**config.mk**
```make
export PLATFORM = sky130hd
export DESIGN_NAME = cfg_route_top
export DESIGN_NICKNAME = d
export VERILOG_FILES = /design/src/rtl/cfg_route_pkg.sv /design/src/rtl/cfg_addr_reg.sv /design/src/rtl/cfg_route_dec.sv /design/src/rtl/cfg_rsp_reg.sv /design/src/rtl/cfg_route_top.sv
export SDC_FILE = /design/constraint.sdc
export NUM_CORES = 1
export LEC_CHECK = 0
export ABC_AREA = 0
export BUFFER_PORTS_ARGS = -buffer_cell sky130_fd_sc_hd__buf_2
export CAP_MARGIN = 0
export CORE_ASPECT_RATIO = 0.7
export CORE_UTILIZATION = 47
export CTS_BUF_LIST = sky130_fd_sc_hd__clkbuf_4 sky130_fd_sc_hd__clkbuf_8 sky130_fd_sc_hd__clkbuf_16
export DETAILED_ROUTE_END_ITERATION = 7
export PLACE_DENSITY = 0.81
export SYNTH_ARGS = -nofsm -noshare
export SYNTH_HDL_FRONTEND = slang
export SYNTH_SLANG_ARGS = --single-unit
```
**constraint.sdc**
```tcl
create_clock -name clk_i -period 2.2 [get_ports clk_i]
set_clock_uncertainty 0.15 [all_clocks]
set_input_delay 0.22 -clock clk_i [delete_from_list [all_inputs] [get_ports clk_i]]
set_output_delay 0.22 -clock clk_i [all_outputs]
set_load 0.02 [all_outputs]
```
**src/rtl/cfg_route_pkg.sv**
```systemverilog
package cfg_route_pkg;
  localparam int unsigned ADDR_W  = 32;
  localparam int unsigned BUS_W   = 8;
  localparam int unsigned DEV_W   = 5;
  localparam int unsigned FN_W    = 3;
  localparam int unsigned REG_W   = 6;
  localparam int unsigned BE_W    = ADDR_W / 8;
  localparam int unsigned EN_BIT  = 31;
  localparam int unsigned BUS_LSB = 16;
  localparam int unsigned DEV_LSB = 11;
  localparam int unsigned FN_LSB  = 8;
  localparam int unsigned REG_LSB = 2;

  typedef enum logic [2:0] {
    RT_PASS = 3'd0,
    RT_INT  = 3'd1,
    RT_P0   = 3'd2,
    RT_P1   = 3'd3,
    RT_F0   = 3'd4,
    RT_F1   = 3'd5
  } route_e;

  localparam int unsigned NUM_ROUTES = 6;

  typedef struct packed {
    logic             en;
    logic [BUS_W-1:0] bus;
    logic [DEV_W-1:0] dev;
    logic [FN_W-1:0]  fn;
    logic [REG_W-1:0] regn;
  } cfg_addr_t;
endpackage

```
**src/rtl/cfg_addr_reg.sv**
```systemverilog
module cfg_addr_reg
  import cfg_route_pkg::*;
(
  input  logic              clk_i,
  input  logic              rst_ni,
  input  logic              wr_i,
  input  logic [BE_W-1:0]   be_i,
  input  logic [ADDR_W-1:0] wdata_i,
  output cfg_addr_t         addr_o
);
  logic full_wr;
  assign full_wr = wr_i && (be_i == {BE_W{1'b1}});

  always_ff @(posedge clk_i or negedge rst_ni) begin
    if (!rst_ni) begin
      addr_o <= '0;
    end else if (full_wr) begin
      addr_o.en   <= wdata_i[EN_BIT];
      addr_o.bus  <= wdata_i[BUS_LSB +: BUS_W];
      addr_o.dev  <= wdata_i[DEV_LSB +: DEV_W];
      addr_o.fn   <= wdata_i[FN_LSB +: FN_W];
      addr_o.regn <= wdata_i[REG_LSB +: REG_W];
    end
  end


  a_r1_partial_hold: assert property (@(posedge clk_i) disable iff (!rst_ni)
    (wr_i && be_i != {BE_W{1'b1}}) |=> $stable(addr_o));
endmodule

```
**src/rtl/cfg_route_dec.sv**
```systemverilog
module cfg_route_dec
  import cfg_route_pkg::*;
#(
  parameter int unsigned NUM_DEV    = 5,
  parameter logic [NUM_DEV-1:0] CLAIM_MASK = 5'b10110,
  parameter int unsigned PORT_DEV   = 1
) (
  input  cfg_addr_t          addr_i,
  input  logic [NUM_DEV-1:0] dev_en_i,
  input  logic [BUS_W-1:0]   sec_bus_i,
  input  logic [BUS_W-1:0]   sub_bus_i,
  output route_e             route_o,
  output logic               abort_o,
  output logic [ADDR_W-1:0]  fwd_addr_o
);
  logic [NUM_DEV-1:0] claim_vec;
  logic port_on, in_window, type1;

  // device 0 function 0 is always present
  assign claim_vec[0] = (addr_i.dev == '0) && (addr_i.fn == '0);

  for (genvar g = 1; g < NUM_DEV; g++) begin : g_claim
    if (CLAIM_MASK[g]) begin : g_en
      assign claim_vec[g] = dev_en_i[g] && (addr_i.dev == DEV_W'(g)) && (addr_i.fn == '0);
    end else begin : g_off
      assign claim_vec[g] = 1'b0;
    end
  end

  assign port_on   = dev_en_i[PORT_DEV];
  assign in_window = (addr_i.bus > sec_bus_i) && (addr_i.bus <= sub_bus_i);

  always_comb begin
    route_o = RT_PASS;
    abort_o = 1'b0;
    if (!addr_i.en) begin
      route_o = RT_PASS;
    end else if (addr_i.bus == '0) begin
      route_o = (|claim_vec) ? RT_INT : RT_F0;
    end else if (port_on && addr_i.bus == sec_bus_i) begin
      if (addr_i.dev == '0) begin
        route_o = RT_P0;
      end else begin
        route_o = RT_F1;
        abort_o = 1'b1;
      end
    end else if (port_on && in_window) begin
      route_o = RT_P1;
    end else begin
      route_o = RT_F1;
    end
  end

  assign type1 = (route_o == RT_P1) || (route_o == RT_F1);

  always_comb begin
    fwd_addr_o = '0;
    if (route_o != RT_PASS) begin
      fwd_addr_o = ADDR_W'({addr_i.bus, addr_i.dev, addr_i.fn, addr_i.regn, 1'b0, type1});
    end
  end
endmodule

```
**src/rtl/cfg_rsp_reg.sv**
```systemverilog
module cfg_rsp_reg
  import cfg_route_pkg::*;
(
  input  logic                  clk_i,
  input  logic                  rst_ni,
  input  logic                  req_i,
  input  logic                  we_i,
  input  logic [ADDR_W-1:0]     wdata_i,
  input  route_e                route_i,
  input  logic                  abort_i,
  input  logic [ADDR_W-1:0]     fwd_addr_i,
  output logic                  valid_o,
  output logic [NUM_ROUTES-1:0] route_o,
  output logic                  abort_o,
  output logic [ADDR_W-1:0]     fwd_addr_o,
  output logic                  fwd_we_o,
  output logic [ADDR_W-1:0]     fwd_wdata_o,
  output logic [ADDR_W-1:0]     rdata_o
);
  logic [NUM_ROUTES-1:0] route_oh;
  logic                  pass;

  assign pass = (route_i == RT_PASS);

  always_comb begin
    route_oh = '0;
    route_oh[route_i] = 1'b1;
  end

  always_ff @(posedge clk_i or negedge rst_ni) begin
    if (!rst_ni) begin
      valid_o     <= 1'b0;
      route_o     <= '0;
      abort_o     <= 1'b0;
      fwd_addr_o  <= '0;
      fwd_we_o    <= 1'b0;
      fwd_wdata_o <= '0;
      rdata_o     <= '0;
    end else begin
      valid_o <= req_i;
      if (req_i) begin
        route_o     <= route_oh;
        abort_o     <= abort_i;
        fwd_addr_o  <= fwd_addr_i;
        fwd_we_o    <= we_i && !pass && !abort_i;
        fwd_wdata_o <= wdata_i;
        rdata_o     <= (abort_i && !we_i) ? '1 : '0;
      end else begin
        fwd_we_o    <= 1'b0;
      end
    end
  end


  a_r9_one_route: assert property (@(posedge clk_i) disable iff (!rst_ni)
    valid_o |-> $countones(route_o) == 1);

  a_r8_abort_no_write: assert property (@(posedge clk_i) disable iff (!rst_ni)
    (valid_o && abort_o) |-> (route_o[RT_F1] && !fwd_we_o));

  a_r2_pass_quiet: assert property (@(posedge clk_i) disable iff (!rst_ni)
    (valid_o && route_o[RT_PASS]) |-> (!fwd_we_o && fwd_addr_o == '0));

  a_r10_type1_bits: assert property (@(posedge clk_i) disable iff (!rst_ni)
    (valid_o && (route_o[RT_P1] || route_o[RT_F1])) |-> fwd_addr_o[1:0] == 2'b01);
endmodule

```
**src/rtl/cfg_route_top.sv**
```systemverilog
module cfg_route_top
  import cfg_route_pkg::*;
(
  input  logic        clk_i,
  input  logic        rst_ni,
  input  logic        addr_wr_i,
  input  logic [3:0]  addr_be_i,
  input  logic [31:0] addr_wdata_i,
  input  logic        req_i,
  input  logic        req_we_i,
  input  logic [31:0] req_wdata_i,
  input  logic [4:0]  dev_en_i,
  input  logic [7:0]  sec_bus_i,
  input  logic [7:0]  sub_bus_i,
  output logic        rsp_valid_o,
  output logic [5:0]  route_o,
  output logic        abort_o,
  output logic [31:0] fwd_addr_o,
  output logic        fwd_we_o,
  output logic [31:0] fwd_wdata_o,
  output logic [31:0] rdata_o
);
  cfg_addr_t         addr_q;
  route_e            dec_route;
  logic              dec_abort;
  logic [ADDR_W-1:0] dec_fwd_addr;

  cfg_addr_reg u_addr (
    .clk_i   (clk_i),
    .rst_ni  (rst_ni),
    .wr_i    (addr_wr_i),
    .be_i    (addr_be_i),
    .wdata_i (addr_wdata_i),
    .addr_o  (addr_q)
  );

  cfg_route_dec #(
    .NUM_DEV    (5),
    .CLAIM_MASK (5'b10110),
    .PORT_DEV   (1)
  ) u_dec (
    .addr_i     (addr_q),
    .dev_en_i   (dev_en_i),
    .sec_bus_i  (sec_bus_i),
    .sub_bus_i  (sub_bus_i),
    .route_o    (dec_route),
    .abort_o    (dec_abort),
    .fwd_addr_o (dec_fwd_addr)
  );

  cfg_rsp_reg u_rsp (
    .clk_i       (clk_i),
    .rst_ni      (rst_ni),
    .req_i       (req_i),
    .we_i        (req_we_i),
    .wdata_i     (req_wdata_i),
    .route_i     (dec_route),
    .abort_i     (dec_abort),
    .fwd_addr_i  (dec_fwd_addr),
    .valid_o     (rsp_valid_o),
    .route_o     (route_o),
    .abort_o     (abort_o),
    .fwd_addr_o  (fwd_addr_o),
    .fwd_we_o    (fwd_we_o),
    .fwd_wdata_o (fwd_wdata_o),
    .rdata_o     (rdata_o)
  );


  a_r9_latency: assert property (@(posedge clk_i) disable iff (!rst_ni)
    req_i |=> rsp_valid_o);
  a_r9_no_spurious: assert property (@(posedge clk_i) disable iff (!rst_ni)
    !req_i |=> !rsp_valid_o);

  a_r2_disabled_pass: assert property (@(posedge clk_i) disable iff (!rst_ni)
    (req_i && !addr_q.en) |=> route_o[RT_PASS]);
endmodule

```
==> run summary <==
The detailed router placed 3,366 vias in this run. The tools report the largest buffer count on any clock path as 2. The floorplan step set the die height to 81.0 um. TritonCTS built the clock tree. Clock-pin slew was measured on the worst setup and hold paths at 70 ps. Across the whole layout, storage elements account for 2200 sq um.

The run finished with clean final reports. The count of routing violations after the opening detailed-route iteration is 151. Clock tree synthesis selected as its root buffer the cell clkbuf_16. The area of the mapped netlist is 4190 sq um, and the largest fanout on the critical path is 5.

The synthesized design spends more area on one cell type than any other, namely dfrtp_1. For the worst flop-to-flop path, the logic depth is 7. Counting every sink on the clock net gives 88. The fraction of synthesis flops using an asynchronous set or reset pin came out at 1.00.

The buffers inserted during post-CTS setup optimization was 0. STA puts the critical path data arrival time at 2170 ps. The tools report the worst supply voltage drop on vdd as 0.647 mV. The global-route usage over all layers was 0.248; the number of enable-type register cells in the synthesized netlist was 0. The worst setup path is launched from a flip-flop. For the pin count of the biggest net entering global routing, the log shows 53. The multiplexer area fraction after synthesis works out to 0.150.

The finished cells cover 5910 sq um. The tools report the die area as 9310 sq um. For the minimum setup slack among reg-to-reg paths, the log shows 110 ps. For the portion of the post-synthesis area used by sequential elements, the log shows 0.525. The logs give 0.551 for the tightest slew margin relative to the limit and 17,000 um for the first-pass GRT wire length.

The post-synthesis sequential element count works out to 88. Type of the worst setup path: flip-flop to flip-flop. By area the synthesized netlist is led by dfrtp_1 53%, mux2_2 15%, buf_4 7.2%, ha_1 4.8%, inv_1 3.7%.

The tools report the combined area of the multi-input logic cells as 1510 sq um. STA classifies the critical path endpoint as a flip-flop. The share of the cycle needed by the critical path after routing is 0.948. Dividing the detail-routed via count by the number of cells gives 4.86. Max-slew violation count: 0. Adder-cell area share of the yosys netlist: 0.0477.

Number of search-and-repair iterations in the first detailed-routing pass: 6. For the final weighted congestion of routability-driven global placement, the log shows 0.836. The number of nets at the end of the flow came out at 677.

In this run the static leakage power is 3.05 nW. The die span in x is 115 um. Path class of the lowest-slack min-delay path: primary input to flip-flop. Signed area change from the synthesized netlist to the final layout: 41.0%.

The tool flagged a number of max-cap violations equal to 0. The number of input and output port buffers inserted is 178, and the post-route minimum period is 2090 ps. For the initial antenna violation count, the log shows 1.

The tools report the setup TNS after final layout as 0 ps. The endpoint identified for the worst register-to-register timing path is u_rsp.route_o[4]. After filler insertion, the fill cell instance count of the layout stands at 618.

The startpoint identified for the worst register-to-register timing path is u_addr.addr_o[15]. The number of warnings reported in the yosys synthesis log is 0, and the required time at the endpoint of the critical path is 2290 ps. In the synthesized netlist, the number of instances is 360.

Number of cell rows: 28. The via count of the first global-routing pass is 3,413. The total setup violations reported at the end of the flow is 0, and the top-area cell type share of the netlist area is 0.525.

The run gives 5.03 mW as the overall power of the completed layout. Parity-gate share of the synthesized area counting xor and xnor cells: 0. For this run, the leading register cell type out of synthesis is dfrtp_1. The power density over the cells works out to 851 nW/um^2. The beginning of the worst hold path was dev_en_i[1]. The post-synthesis share of cell area spent on and, or, nand and nor gates is 0.0818. The tools report the end point of the most critical hold path as u_rsp.route_o[2].

The tools report the number of buffers created by CTS as 9. Summed over all layers, the global routing overflow is 0. Detailed placement ended at an HPWL of 7400 um.

Setup repair after global routing left no endpoint under its margin. The fraction of final layout cells with drive strength greater than 1 came out at 0.472. At the pin with the least slew margin, the transition time is 673 ps.

A synthesized cell averages 11.6 sq um. Summed over all layers, the routed wires come to 11,200 um. The post-synthesis compound-gate area fraction is 0.0704, and the cell depth of the worst hold path is 3. The wire length per cell is 16.1 um, and the number of I/O pins is 199. The H-tree depth was 3; the standard cell core area was 8550 sq um.

After synthesis, the netlist uses 39 different library cells. After synthesis, the largest family of logic cells by area is multiplexers. In the routed design, unresolved DRC markers number 0.

The hold violation count in the final report came out at 0. The placed instances occupy a cell area of 4980 sq um. Based on the critical path, the design can be clocked at up to 479 MHz.

Clock latency on the worst-skew pair, taken at its later pin, is 340 ps. The initial core utilization was 0.490; the smallest hold slack was 84.2 ps. The remaining antenna violation count was 0.
## metrics by stage
| stage | setup slack [ps] | cells | utilization |
|---|---|---|---|
| after global routing | 7.79 | 692 | 0.691 |
| after detailed placement | 119 | 619 | 0.583 |
| final | 114 | 693 | 0.692 |
| after CTS | 108 | 692 | 0.691 |
| after global placement | 177 | 619 | 0.583 |
| after floorplan | 283 | 368 | - |
## how the worst max path moves through the flow
stage,cells after the start,startpoint,slack (ps),end
after floorplan,7,u_addr.addr_o[17],280,u_rsp.route_o[4]
after global placement,7,u_addr.addr_o[15],180,u_rsp.route_o[4]
after detailed placement,7,u_addr.addr_o[15],120,u_rsp.route_o[4]
after CTS,6,u_addr.addr_o[21],110,u_rsp.route_o[4]
after global routing,7,u_addr.addr_o[20],8,u_rsp.route_o[5]
final,7,u_addr.addr_o[15],110,u_rsp.route_o[4]
## final cells by class
cell class,count,area share
clock buffer,9,0.0381
sequential,88,0.372
tap,120,0.0254
inverter,42,0.0267
multi-input combinational,184,0.255
timing repair buffer,242,0.261
antenna,1,0.000423
clock inverter,7,0.0216
## routing by layer
layer  vias to the layer above  share of wire  track usage
met1                      1617           0.40        0.276
met3                         8          0.074       0.0806
met2                       143           0.52        0.461
li1                       1598              -            -
met4                         0         0.0085       0.0662
met5                         -              0            0
## where the power goes
group / internal [mW] / switching (mW) / leakage [nW]
clock: 1.13 / 0.652 / 0.172
sequential: 1.86 / 0.209 / 1.10
combinational: 0.533 / 0.648 / 1.78
## worst max-delay path: stages, from the launching register on
cell	delay (ps)
dfrtp_1	450
ha_1	310
and3_4	180
o21ai_2	50
nand3_2	90
a221oi_2	320
nor3_2	110
o41ai_2	320
## flip-flops by register name, summed over array words and instances (netlist names)
| register | count |
|---|---|
| u_rsp.fwd_wdata_o | 32 |
| u_rsp.rdata_o | 1 |
| u_rsp.abort_o | 1 |
| u_addr.addr_o | 23 |
| u_rsp.valid_o | 1 |
| u_rsp.route_o | 6 |
| u_rsp.fwd_we_o | 1 |
| u_rsp.fwd_addr_o | 23 |
## cells in the mapped netlist (all sizes together) (3+ instances only)
cell type  count
dfrtp         88
mux2          56
buf           49
inv           41
nand3         29
o21ai         26
ha            16
a21oi          9
nand2          8
clkbuf         5
nor2           4
a22o           3
nor4           3
## cells by family (layout without fill, tap and decap cells)
group,after synthesis,in the layout
compound gates,47,47
fa+ha+maj,16,16
buf+inv,96,300
flops,88,88
mux,56,56
other cells,1,10
simple gates,56,56
## cells in the final DEF (no fill, tap or decap), types with 4 or more instances in the layout
cell type	netlist	routed
a21oi_1	9	9
buf_2	6	177
buf_4	40	6
clkbuf_16	0	9
conb_1	1	9
dfrtp_1	88	88
dlygate4sd3_1	0	57
ha_1	16	16
inv_1	41	41
mux2_2	56	56
nand2_1	8	8
nand3_1	27	27
nor2_1	4	4
o21ai_0	25	25
## what timing repair did
action,CTS,global route
hold buffers,57,0
setup endpoints to repair,0,2
resized for setup,0,1
endpoints found under the hold margin,107,0
(Power assumes the default switching activity.)
